--- src/rtl/flash_pkg.sv ---
package flash_pkg;

  typedef enum logic [2:0] {
    OP_NONE,
    OP_PROG,
    OP_SECT,
    OP_CHIP,
    OP_LOCK
  } op_e;

  typedef enum logic [2:0] {
    SQ_READ,
    SQ_UNLK1,
    SQ_UNLK2,
    SQ_PGM,
    SQ_ERA1,
    SQ_ERA2,
    SQ_ERA3
  } seq_e;

  localparam logic [7:0] CODE_KEY1  = 8'hAA;
  localparam logic [7:0] CODE_KEY2  = 8'h55;
  localparam logic [7:0] CODE_PROG  = 8'hA0;
  localparam logic [7:0] CODE_ERPRE = 8'h80;
  localparam logic [7:0] CODE_LOCK  = 8'h40;
  localparam logic [7:0] CODE_CHIP  = 8'h10;
  localparam logic [7:0] CODE_SECT  = 8'h30;

endpackage

--- src/rtl/flash_bus_capture.sv ---
module flash_bus_capture #(
  parameter int AW = 6,
  parameter int DW = 16
) (
  input  logic          clk,
  input  logic          rst_n,
  input  logic          ce_n,
  input  logic          oe_n,
  input  logic          we_n,
  input  logic [AW-1:0] addr,
  input  logic [DW-1:0] dq_in,
  output logic          wr_stb,
  output logic [AW-1:0] wr_addr,
  output logic [DW-1:0] wr_data
);

  logic          wr_act;
  logic          act_q;
  logic [AW-1:0] a_lat;
  logic [DW-1:0] d_lat;

  // write interval: both selects low, read strobe high
  assign wr_act = !ce_n && !we_n && oe_n;

  always_ff @(posedge clk or negedge rst_n) begin
    if (!rst_n) begin
      act_q  <= 1'b0;
      a_lat  <= '0;
      d_lat  <= '0;
      wr_stb <= 1'b0;
    end else begin
      act_q  <= wr_act;
      wr_stb <= act_q && !wr_act;
      if (wr_act && !act_q) a_lat <= addr;   // address at the start
      if (wr_act)           d_lat <= dq_in;  // data tracks until the end
    end
  end

  assign wr_addr = a_lat;
  assign wr_data = d_lat;

endmodule

--- src/rtl/flash_seq_decode.sv ---
module flash_seq_decode
  import flash_pkg::*;
#(
  parameter int AW      = 6,
  parameter int DW      = 16,
  parameter int UNLK_A1 = 'h555,
  parameter int UNLK_A2 = 'h2AA
) (
  input  logic          clk,
  input  logic          rst_n,
  input  logic          busy,
  input  logic          wr_stb,
  input  logic [AW-1:0] wr_addr,
  input  logic [DW-1:0] wr_data,
  output logic          cmd_v,
  output op_e           cmd_op,
  output logic [AW-1:0] cmd_addr,
  output logic [DW-1:0] cmd_data
);

  localparam logic [AW-1:0] KEY_A1 = AW'(UNLK_A1);
  localparam logic [AW-1:0] KEY_A2 = AW'(UNLK_A2);

  seq_e        st_q;
  logic [7:0]  code;
  logic        at_a1;
  logic        at_a2;

  assign code  = wr_data[7:0];
  assign at_a1 = (wr_addr == KEY_A1);
  assign at_a2 = (wr_addr == KEY_A2);

  always_ff @(posedge clk or negedge rst_n) begin
    if (!rst_n) begin
      st_q     <= SQ_READ;
      cmd_v    <= 1'b0;
      cmd_op   <= OP_NONE;
      cmd_addr <= '0;
      cmd_data <= '0;
    end else begin
      cmd_v <= 1'b0;
      if (busy) begin
        st_q <= SQ_READ;
      end else if (wr_stb) begin
        st_q <= SQ_READ;
        case (st_q)
          SQ_READ:  if (at_a1 && code == CODE_KEY1) st_q <= SQ_UNLK1;
          SQ_UNLK1: if (at_a2 && code == CODE_KEY2) st_q <= SQ_UNLK2;
          SQ_UNLK2: begin
            if (at_a1 && code == CODE_PROG)  st_q <= SQ_PGM;
            if (at_a1 && code == CODE_ERPRE) st_q <= SQ_ERA1;
            if (at_a1 && code == CODE_LOCK) begin
              cmd_v  <= 1'b1;
              cmd_op <= OP_LOCK;
            end
          end
          SQ_PGM: begin
            cmd_v    <= 1'b1;
            cmd_op   <= OP_PROG;
            cmd_addr <= wr_addr;
            cmd_data <= wr_data;
          end
          SQ_ERA1: if (at_a1 && code == CODE_KEY1) st_q <= SQ_ERA2;
          SQ_ERA2: if (at_a2 && code == CODE_KEY2) st_q <= SQ_ERA3;
          SQ_ERA3: begin
            if (at_a1 && code == CODE_CHIP) begin
              cmd_v  <= 1'b1;
              cmd_op <= OP_CHIP;
            end else if (code == CODE_SECT) begin
              cmd_v    <= 1'b1;
              cmd_op   <= OP_SECT;
              cmd_addr <= wr_addr;
            end
          end
          default: st_q <= SQ_READ;
        endcase
      end
    end
  end

endmodule

--- src/rtl/flash_array_ctrl.sv ---
module flash_array_ctrl
  import flash_pkg::*;
#(
  parameter int AW          = 6,
  parameter int DW          = 16,
  parameter int PARAM_WORDS = 8,
  parameter int BOOT_WORDS  = 8,
  parameter int PROG_CYC    = 6,
  parameter int ERASE_CYC   = 24
) (
  input  logic          clk,
  input  logic          por_n,
  input  logic          sys_rst_n,
  input  logic          hv_override,
  input  logic          cmd_v,
  input  op_e           cmd_op,
  input  logic [AW-1:0] cmd_addr,
  input  logic [DW-1:0] cmd_data,
  input  logic          rd_act,
  input  logic [AW-1:0] rd_addr,
  output logic [DW-1:0] rd_data,
  output logic          busy,
  output logic          locked
);

  localparam int DEPTH = 1 << AW;
  localparam int MAXC  = (PROG_CYC > ERASE_CYC) ? PROG_CYC : ERASE_CYC;
  localparam int CW    = $clog2(MAXC + 1);
  localparam logic [AW:0] SEC1_BASE = (AW+1)'(PARAM_WORDS);
  localparam logic [AW:0] SEC2_BASE = (AW+1)'(2 * PARAM_WORDS);
  localparam logic [AW:0] BOOT_BASE = (AW+1)'(DEPTH - BOOT_WORDS);

  function automatic logic [1:0] sector_of(input logic [AW-1:0] a);
    if ({1'b0, a} < SEC1_BASE)      return 2'd0;
    else if ({1'b0, a} < SEC2_BASE) return 2'd1;
    else                            return 2'd2;
  endfunction

  function automatic logic in_boot(input logic [AW-1:0] a);
    return ({1'b0, a} >= BOOT_BASE);
  endfunction

  logic [DW-1:0] mem [DEPTH];
  logic          busy_q;
  logic [CW-1:0] cnt_q;
  op_e           op_q;
  logic [AW-1:0] a_q;
  logic [DW-1:0] d_q;
  logic          spare_boot_q;
  logic          lock_q;
  logic          rd_q;
  logic          tog_q;
  logic          allow;
  logic          start;
  logic          done;

  assign allow = !lock_q || hv_override;

  always_comb begin
    start = 1'b0;
    if (cmd_v && !busy_q) begin
      case (cmd_op)
        OP_PROG: start = allow || !in_boot(cmd_addr);
        OP_SECT: start = allow || (sector_of(cmd_addr) != 2'd2);
        OP_CHIP: start = 1'b1;
        default: start = 1'b0;
      endcase
    end
  end

  assign done = busy_q && (cnt_q == CW'(1));

  // operation timer
  always_ff @(posedge clk or negedge sys_rst_n) begin
    if (!sys_rst_n) begin
      busy_q       <= 1'b0;
      cnt_q        <= '0;
      op_q         <= OP_NONE;
      a_q          <= '0;
      d_q          <= '0;
      spare_boot_q <= 1'b0;
    end else if (start) begin
      busy_q       <= 1'b1;
      cnt_q        <= (cmd_op == OP_PROG) ? CW'(PROG_CYC) : CW'(ERASE_CYC);
      op_q         <= cmd_op;
      a_q          <= cmd_addr;
      d_q          <= (cmd_op == OP_PROG) ? cmd_data : '1;
      spare_boot_q <= !allow;
    end else if (busy_q) begin
      cnt_q <= cnt_q - CW'(1);
      if (done) busy_q <= 1'b0;
    end
  end

  // storage array, written only when an operation completes
  always_ff @(posedge clk or negedge por_n) begin
    if (!por_n) begin
      for (int i = 0; i < DEPTH; i++) mem[i] <= '1;
    end else if (done) begin
      if (op_q == OP_PROG) begin
        mem[a_q] <= mem[a_q] & d_q;
      end else begin
        for (int i = 0; i < DEPTH; i++) begin
          if ((op_q == OP_CHIP || sector_of(AW'(i)) == sector_of(a_q)) &&
              !(spare_boot_q && in_boot(AW'(i))))
            mem[i] <= '1;
        end
      end
    end
  end

  // lockout survives the warm reset
  always_ff @(posedge clk or negedge por_n) begin
    if (!por_n)                                      lock_q <= 1'b0;
    else if (cmd_v && cmd_op == OP_LOCK && !busy_q)  lock_q <= 1'b1;
  end

  always_ff @(posedge clk or negedge sys_rst_n) begin
    if (!sys_rst_n) begin
      rd_q  <= 1'b0;
      tog_q <= 1'b0;
    end else begin
      rd_q <= rd_act;
      if (rd_act && !rd_q && busy_q) tog_q <= !tog_q;
    end
  end

  always_comb begin
    if (busy_q) begin
      rd_data    = '0;
      rd_data[7] = !d_q[7];
      rd_data[6] = tog_q;
    end else begin
      rd_data = mem[rd_addr];
    end
  end

  assign busy   = busy_q;
  assign locked = lock_q;

endmodule

--- src/rtl/flash_cmd_ctrl.sv ---
module flash_cmd_ctrl
  import flash_pkg::*;
#(
  parameter int AW          = 6,
  parameter int DW          = 16,
  parameter int PARAM_WORDS = 8,
  parameter int BOOT_WORDS  = 8,
  parameter int PROG_CYC    = 6,
  parameter int ERASE_CYC   = 24,
  parameter int UNLK_A1     = 'h555,
  parameter int UNLK_A2     = 'h2AA
) (
  input  logic          clk,
  input  logic          por_n,
  input  logic          rst_n,
  input  logic          hv_override,
  input  logic          ce_n,
  input  logic          oe_n,
  input  logic          we_n,
  input  logic [AW-1:0] addr,
  input  logic [DW-1:0] dq_in,
  output logic [DW-1:0] dq_out,
  output logic          dq_oe,
  output logic          busy
);

  logic          sys_rst_n;
  logic          rd_act;
  logic          wr_stb;
  logic [AW-1:0] wr_addr;
  logic [DW-1:0] wr_data;
  logic          cmd_v;
  op_e           cmd_op;
  logic [AW-1:0] cmd_addr;
  logic [DW-1:0] cmd_data;
  logic [DW-1:0] rd_data;
  logic          locked;

  assign sys_rst_n = por_n && rst_n;
  assign rd_act    = !ce_n && !oe_n && we_n && rst_n;

  flash_bus_capture #(.AW(AW), .DW(DW)) i_cap (
    .clk     (clk),
    .rst_n   (sys_rst_n),
    .ce_n    (ce_n),
    .oe_n    (oe_n),
    .we_n    (we_n),
    .addr    (addr),
    .dq_in   (dq_in),
    .wr_stb  (wr_stb),
    .wr_addr (wr_addr),
    .wr_data (wr_data)
  );

  flash_seq_decode #(.AW(AW), .DW(DW), .UNLK_A1(UNLK_A1), .UNLK_A2(UNLK_A2)) i_dec (
    .clk      (clk),
    .rst_n    (sys_rst_n),
    .busy     (busy),
    .wr_stb   (wr_stb),
    .wr_addr  (wr_addr),
    .wr_data  (wr_data),
    .cmd_v    (cmd_v),
    .cmd_op   (cmd_op),
    .cmd_addr (cmd_addr),
    .cmd_data (cmd_data)
  );

  flash_array_ctrl #(
    .AW(AW), .DW(DW), .PARAM_WORDS(PARAM_WORDS), .BOOT_WORDS(BOOT_WORDS),
    .PROG_CYC(PROG_CYC), .ERASE_CYC(ERASE_CYC)
  ) i_arr (
    .clk         (clk),
    .por_n       (por_n),
    .sys_rst_n   (sys_rst_n),
    .hv_override (hv_override),
    .cmd_v       (cmd_v),
    .cmd_op      (cmd_op),
    .cmd_addr    (cmd_addr),
    .cmd_data    (cmd_data),
    .rd_act      (rd_act),
    .rd_addr     (addr),
    .rd_data     (rd_data),
    .busy        (busy),
    .locked      (locked)
  );

  assign dq_oe  = rd_act;
  assign dq_out = rd_act ? rd_data : '0;

endmodule

--- config.mk ---
export PLATFORM = sky130hd
export DESIGN_NAME = flash_cmd_ctrl
export DESIGN_NICKNAME = d
export VERILOG_FILES = /design/src/rtl/flash_pkg.sv /design/src/rtl/flash_bus_capture.sv /design/src/rtl/flash_seq_decode.sv /design/src/rtl/flash_array_ctrl.sv /design/src/rtl/flash_cmd_ctrl.sv
export SDC_FILE = /design/constraint.sdc
export NUM_CORES = 2
export LEC_CHECK = 0
export CORE_UTILIZATION = 46
export CTS_CLUSTER_SIZE = 10
export DETAILED_ROUTE_END_ITERATION = 6
export DONT_BUFFER_PORTS = 1
export GPL_ROUTABILITY_DRIVEN = 0
export PLACE_DENSITY_LB_ADDON = 0.15
export SLEW_MARGIN = 20
export SYNTH_ARGS = -nofsm -noshare
export SYNTH_HDL_FRONTEND = slang
export SYNTH_SLANG_ARGS = --single-unit
--- constraint.sdc ---
create_clock -name clk -period 6.35 [get_ports clk]
set_clock_uncertainty 0.2 [all_clocks]
set_input_delay 1.27 -clock clk [delete_from_list [all_inputs] [get_ports clk]]
set_output_delay 1.27 -clock clk [all_outputs]
set_load 0.005 [all_outputs]
Word-level counts from Yosys, hierarchy flattened

Index checks and enable logic that the tools add are counted.
Widths: inputs -> output; s select.

Latch bits: 0
Bits in registers: 1112
Memories: 0
RAM bits: 0
Bits in read-only memories: 0

Mux-type cells: 61
Bitwise operators: 4
Equality and inequality tests: 30
Add/subtract/negate cells: 1
Div/mod/pow operators: 0
Reductions and logical operators: 57
$mul: 0
Shifts and indexed selects: 0
$lt $le $gt $ge: 8

Operators with widths:

| operator           | number |
|---|---|
| $bwmux 1024        | 1 |
| $mux 1024          | 1 |
| $bmux 16 s6        | 2 |
| $mux 16            | 12 |
| $demux 16 s6       | 1 |
| $mux 2             | 16 |
| $eq 8x8->1 const B | 3 |
| $mux 3             | 8 |
| $logic_and 1x1->1  | 22 |
| $and 16x16->16     | 1 |
| $eq 8x7->1 const B | 2 |
| $eq 3x2->1 const B | 5 |
| $mux 5             | 3 |
| $pmux 3 s5         | 1 |
| $ge 7x7->1 const B | 2 |
| $not 6->7          | 2 |
| $reduce_bool 2->1  | 7 |
| $logic_not 1->1    | 13 |
| $eq 3x3->1 const B | 4 |
| $lt 6x4->1 const B | 2 |
| $lt 6x5->1 const B | 2 |
| $mux 6             | 2 |
| $pmux 6 s2         | 1 |
| $mux 1             | 10 |
| other kinds (22)   | 38 |

Longest topological paths before layout

Word-level depth: 10
Mapped depth: 14
Gate-level depth less buffers: 8

By module

Synthesis repeated with hierarchy kept, for this count alone.

Cells, all modules: 5391
Area, all modules: 60460.5 um^2

Modules (own cells, without submodules):

| module            | area each (um^2) | seq. area each (um^2) | cells each | times used |
|---|---|---|---|---|
| flash_array_ctrl  | 57983.1          | 27781.6               | 5206       | 1 |
| flash_seq_decode  | 1410.1           | 725.7                 | 115        | 1 |
| flash_bus_capture | 913.4            | 600.6                 | 51         | 1 |
| flash_cmd_ctrl    | 153.9            | 0.0                   | 19         | 1 |

Worst setup path after synthesis

OpenSTA, ideal clock, no wires.

Path type: input-to-output
Start: input port addr[0]
End: output port dq_out[15]
Arrival: 3.539 ns
Setup slack: 1.341 ns
Stages: 7
Path buffers: 3
Cells stage by stage: buf_2 clkbuf_1 buf_1 mux4_2 mux4_2 o211ai_1 o21ai_0

Longest elaborated chain between the ends: 6

RTL lines:

| what                                       | line                    | text |
|---|---|---|
| start: declaration                         | flash_cmd_ctrl.sv:20    | `input logic [AW-1:0] addr,` |
| $not 6->7 (not written as such)            | flash_array_ctrl.sv:134 | `rd_data = mem[rd_addr];` |
| $bmux 16 s6                                | flash_array_ctrl.sv:134 |  |
| $mux 16 (not written as such) (2 in a row) | flash_array_ctrl.sv:134 |  |
| $mux 16                                    | flash_array_ctrl.sv:129 | `if (busy_q) begin` |
| $mux 16                                    | flash_cmd_ctrl.sv:88    | `assign dq_out = rd_act ? rd_data : '0;` |
| end: declaration                           | flash_cmd_ctrl.sv:22    | `output logic [DW-1:0] dq_out,` |

Every way passes these cells. The select of a mux whose other input is x is not followed.

Worst setup path after layout

Start: input port addr[0]
End: output port dq_out[6]

The elaborated chain is that of the path after synthesis.

==> metrics.md <==
| Metric | Value |
|---|---|
| Run status | finished with violations |
| Failing checks | DRC, slew limit, setup timing |
| EDFF count, synth | 0 |
| RR Startpoint | i_arr.a_q[0] |
| H-tree levels | 4 |
| CORE AREA | 128000 um2 |
| Slew HR | -616% |
| CTS tree | done |
| Die ar. | 130000 um2 |
| CP max-delay cell | a211oi_1 |
| Reg-to-reg critical path endpoint | i_arr.mem[292] |
| Worst path most repeated cell | o21ai_0 |
| Peak VDD IR | 0.243 mV |
| Fin crit period | 6.55 ns |
| Max incr delay on CP | 0.98 ns |
| Leakage | 25.2 nW |
| Crit path depth | 7 |
| Mapped Cells | ~5400 |
| Overflow after GRT | 0 |
| Crit path max fanout | ~250 |
| Final Util | 51.8% |
| Syn Nets | 5444 |
| Netlist Area Pre-Place | just under 60000 um2 |
| CP Buf/Inv Count | 1 |
| TNS Setup | -0.197 ns |
| Share of cells above drive strength 1 | 40.6% |
| HP Class | in -> async |
| Initial antenna violation count | 16 |
| Setup CP Type | in -> out |
| Crit end category | output port |
| Yosys reg bits | 1112 |
| Worst-path clk slew | 0.05 ns |
| Vias/cell | 7.10 |
| Die Width | between 300 and 400 um |
| Endpoints failing hold | 0 |
| Final wirelength | approximately 260000 um |
| Fmax | 0.153 GHz |
| Starting Density | 46.4% |
| Synth unique cells | 77 |
| Critical path startpoint category | input pin |
| Routed Antenna Nets | 0 |
| Family with the most delay on the worst path | compound AO/OA/AOI/OAI gates |
| Worst setup margin | -0.197 ns |
| Pwr/cell area | approximately 230 nW/um2 |
| Worst r2r path cells | 10 |
| Root Buffer | clkbuf_16 |
| Hold buffers post-CTS | 0 |
| Vias post-DR | 49900 |
| Global-route wire length before repair | 372000 um |
| # IOs | 47 |
| Syn Area/Cell | 10.9 um2 |
| Pins over their slew limit | 914 |
| Setup WS pre-CTS | between 0.7 and 0.8 ns |
| Crit path from | addr[0] |
| Die height | around 360 um |
| Postcts setup bufs | 0 |
| Final worst-path cycle share | 103% |
| Largest net degree at the start of global routing | between 1000 and 1500 |
| Cts bufs inserted | 137 |
| CTS Sinks | 1112 |
| Unrepaired setup endpoints after global routing | false |
| Register-to-register setup slack | 1.20 ns |
| Resize count post-CTS | 0 |
| Port bufs | 0 |
| Ys async rst share | 100% |
| HPWL after detailed placement | 165000 um |
| Power Total | 14.9 mW |
| Vias in the first global route | 47600 |
| Required @ worst endpoint | 4.88 ns |
| Area growth syn-to-layout | 11.6% |
| Fin Hold WS | 0.155 ns |
| Yosys warns | 0 |
| Tot GR Track Use | around 40% |
| Remaining DRCs | 26 |
| WL per Instance | between 30 and 40 um |
| Worst skew pair latency | 0.83 ns |
| # rows | between 100 and 150 |
| CTS Buffer Depth | 3 |
| # setup viols final | 1 |
| Sequential area share after synthesis | 49.1% |
| Worst path arrival time | between 5 and 6 ns |
| Slew @ Worst Pin | 10.74 ns |
| CP cell instances | nor2b_1 -> a21oi_1 -> o21ai_0 -> o21ai_0 -> a211oi_1 -> o21ai_0 -> buf_4 |
| Nets@finish | ~5300 |
| DRT iter0 DRCs | 7930 |
| Post-synth top flop | dfstp_2 |
| Max Cap Viol | 0 |
| TritonRoute pass-1 iters | 7 |
==> final cells by class <==
type	count	area [um2]
Antenna cell	10	25.0
Clock buffer	195	3900
Clock inverter	18	249
Fill cell	11200	61600
Inverter	12	47.5
Multi-Input combinational cell	3781	28600
Sequential cell	1112	29100
Tap cell	1662	2080
Timing Repair Buffer	243	2040
==> how the worst max path moves through the flow <==
stage / to / slack [ns]
after floorplan: dq_out[15] / 1.34
after global placement: dq_out[6] / 0.64
after detailed placement: dq_out[6] / 0.71
after CTS: dq_out[6] / 0.71
after global routing: dq_out[6] / 0.19
final: dq_out[6] / -0.20
==> cell usage after synthesis, types with 12 or more instances <==
library cell     n  share of area, %
mux2_1          16              0.30
dfstp_2       1024                45
buf_4           22              0.28
a221oi_1       101               1.5
and2_1          12              0.13
nor2b_1         25              0.26
nand2b_1        21              0.22
a21oi_2         68               1.0
a31oi_1         27              0.29
a221o_1         18              0.30
dfrtp_1         88               3.7
o221ai_1        18              0.27
buf_6           43              0.82
a211oi_1        14              0.18
o21ai_1         17              0.14
o21ai_0         80              0.68
mux4_2         341                13
buf_1           37              0.23
nand2_1        132              0.84
nor3_1          81              0.68
mux2i_1        204               3.4
nor2_1        1076               6.8
mux2_2         173               3.3
o22ai_1         62              0.65
o22a_1          17              0.25
a21oi_1       1018               8.6
clkbuf_1       275               1.7
nand3_1         20              0.17
buf_2          131               1.1
a22o_1          27              0.40
a22oi_1         79               1.0
==> stage by stage <==
step,instance area [um2],std cells
floorplan,59200,5413
detailed placement,61800,6806
CTS,66000,7019
global placement,61800,6803
finish,66100,7033
global route,66100,7023
==> state kept, by name, summed over array words and instances, names as in the netlist, 5 cells and up <==
name            flops
i_cap.wr_addr       6
i_arr.a_q           6
i_dec.cmd_addr      6
i_arr.cnt_q         5
i_cap.wr_data      16
i_arr.d_q          16
i_dec.cmd_data     16
i_arr.mem        1024
==> power by group <==
part	switching, mW	internal (mW)
combinational	0.0648	0.125
sequential	0.0359	7.15
clock	3.23	4.29
==> cell usage in the layout, fill, tap and decap left out, types with 12 or more instances in the layout <==
cell type	n
nor2_1	1060
dfstp_2	1024
a21oi_1	982
mux4_2	341
buf_4	224
mux2i_1	204
mux2_2	173
clkbuf_16	139
nand2_1	132
a221oi_1	101
dfrtp_1	85
a22oi_1	79
o21ai_0	78
a21oi_2	76
o22ai_1	62
nor3_4	40
clkbuf_1	35
a21oi_4	28
a31oi_1	27
a22o_1	27
nor3_1	26
clkbuf_8	21
nand2b_1	20
nor2b_1	20
nand3_1	20
o21ai_1	19
a221o_1	18
o221ai_1	18
o22a_1	17
mux2_1	16
nor3_2	15
a211oi_1	14
buf_12	12
==> cell families after synthesis <==
kind of cell / count (synthesis) / share of synthesized area [%]
adders and majority gates: 2 / 0.0422
xor gates and xnor gates: 3 / 0.0444
AOI/OAI and AO/OA: 1621 / 16.7
muxes: 735 / 20.0
buffers and inverters: 520 / 4.26
and+or+nand+nor: 1420 / 9.82
DFF: 1112 / 49.1
==> routing by layer <==
layer  part of all wire [%]  up-vias  routed length (um)  global-route usage [%]
met5                  0.066        -                 175                   0.111
met4                    7.5       22               19700                    25.9
met3                     15      958               39100                    17.1
met2                     40     3849              106000                    54.0
met1                     37    25500               98700                    53.2
li1                       -    19600                   -                       -
==> worst reg2reg max path, stage by stage (launching register included) <==
cell and delay, ns:
dfrtp_4 0.89, buf_12 0.52, nor2_4 0.23, buf_12 0.29, a221oi_1 0.32, nor2_1 0.08, o21ai_0 0.74, o211ai_1 0.49
o41ai_4 0.33, buf_4 0.74, a21oi_1 0.21
No activity file was read; power rests on OpenSTA's default activity.
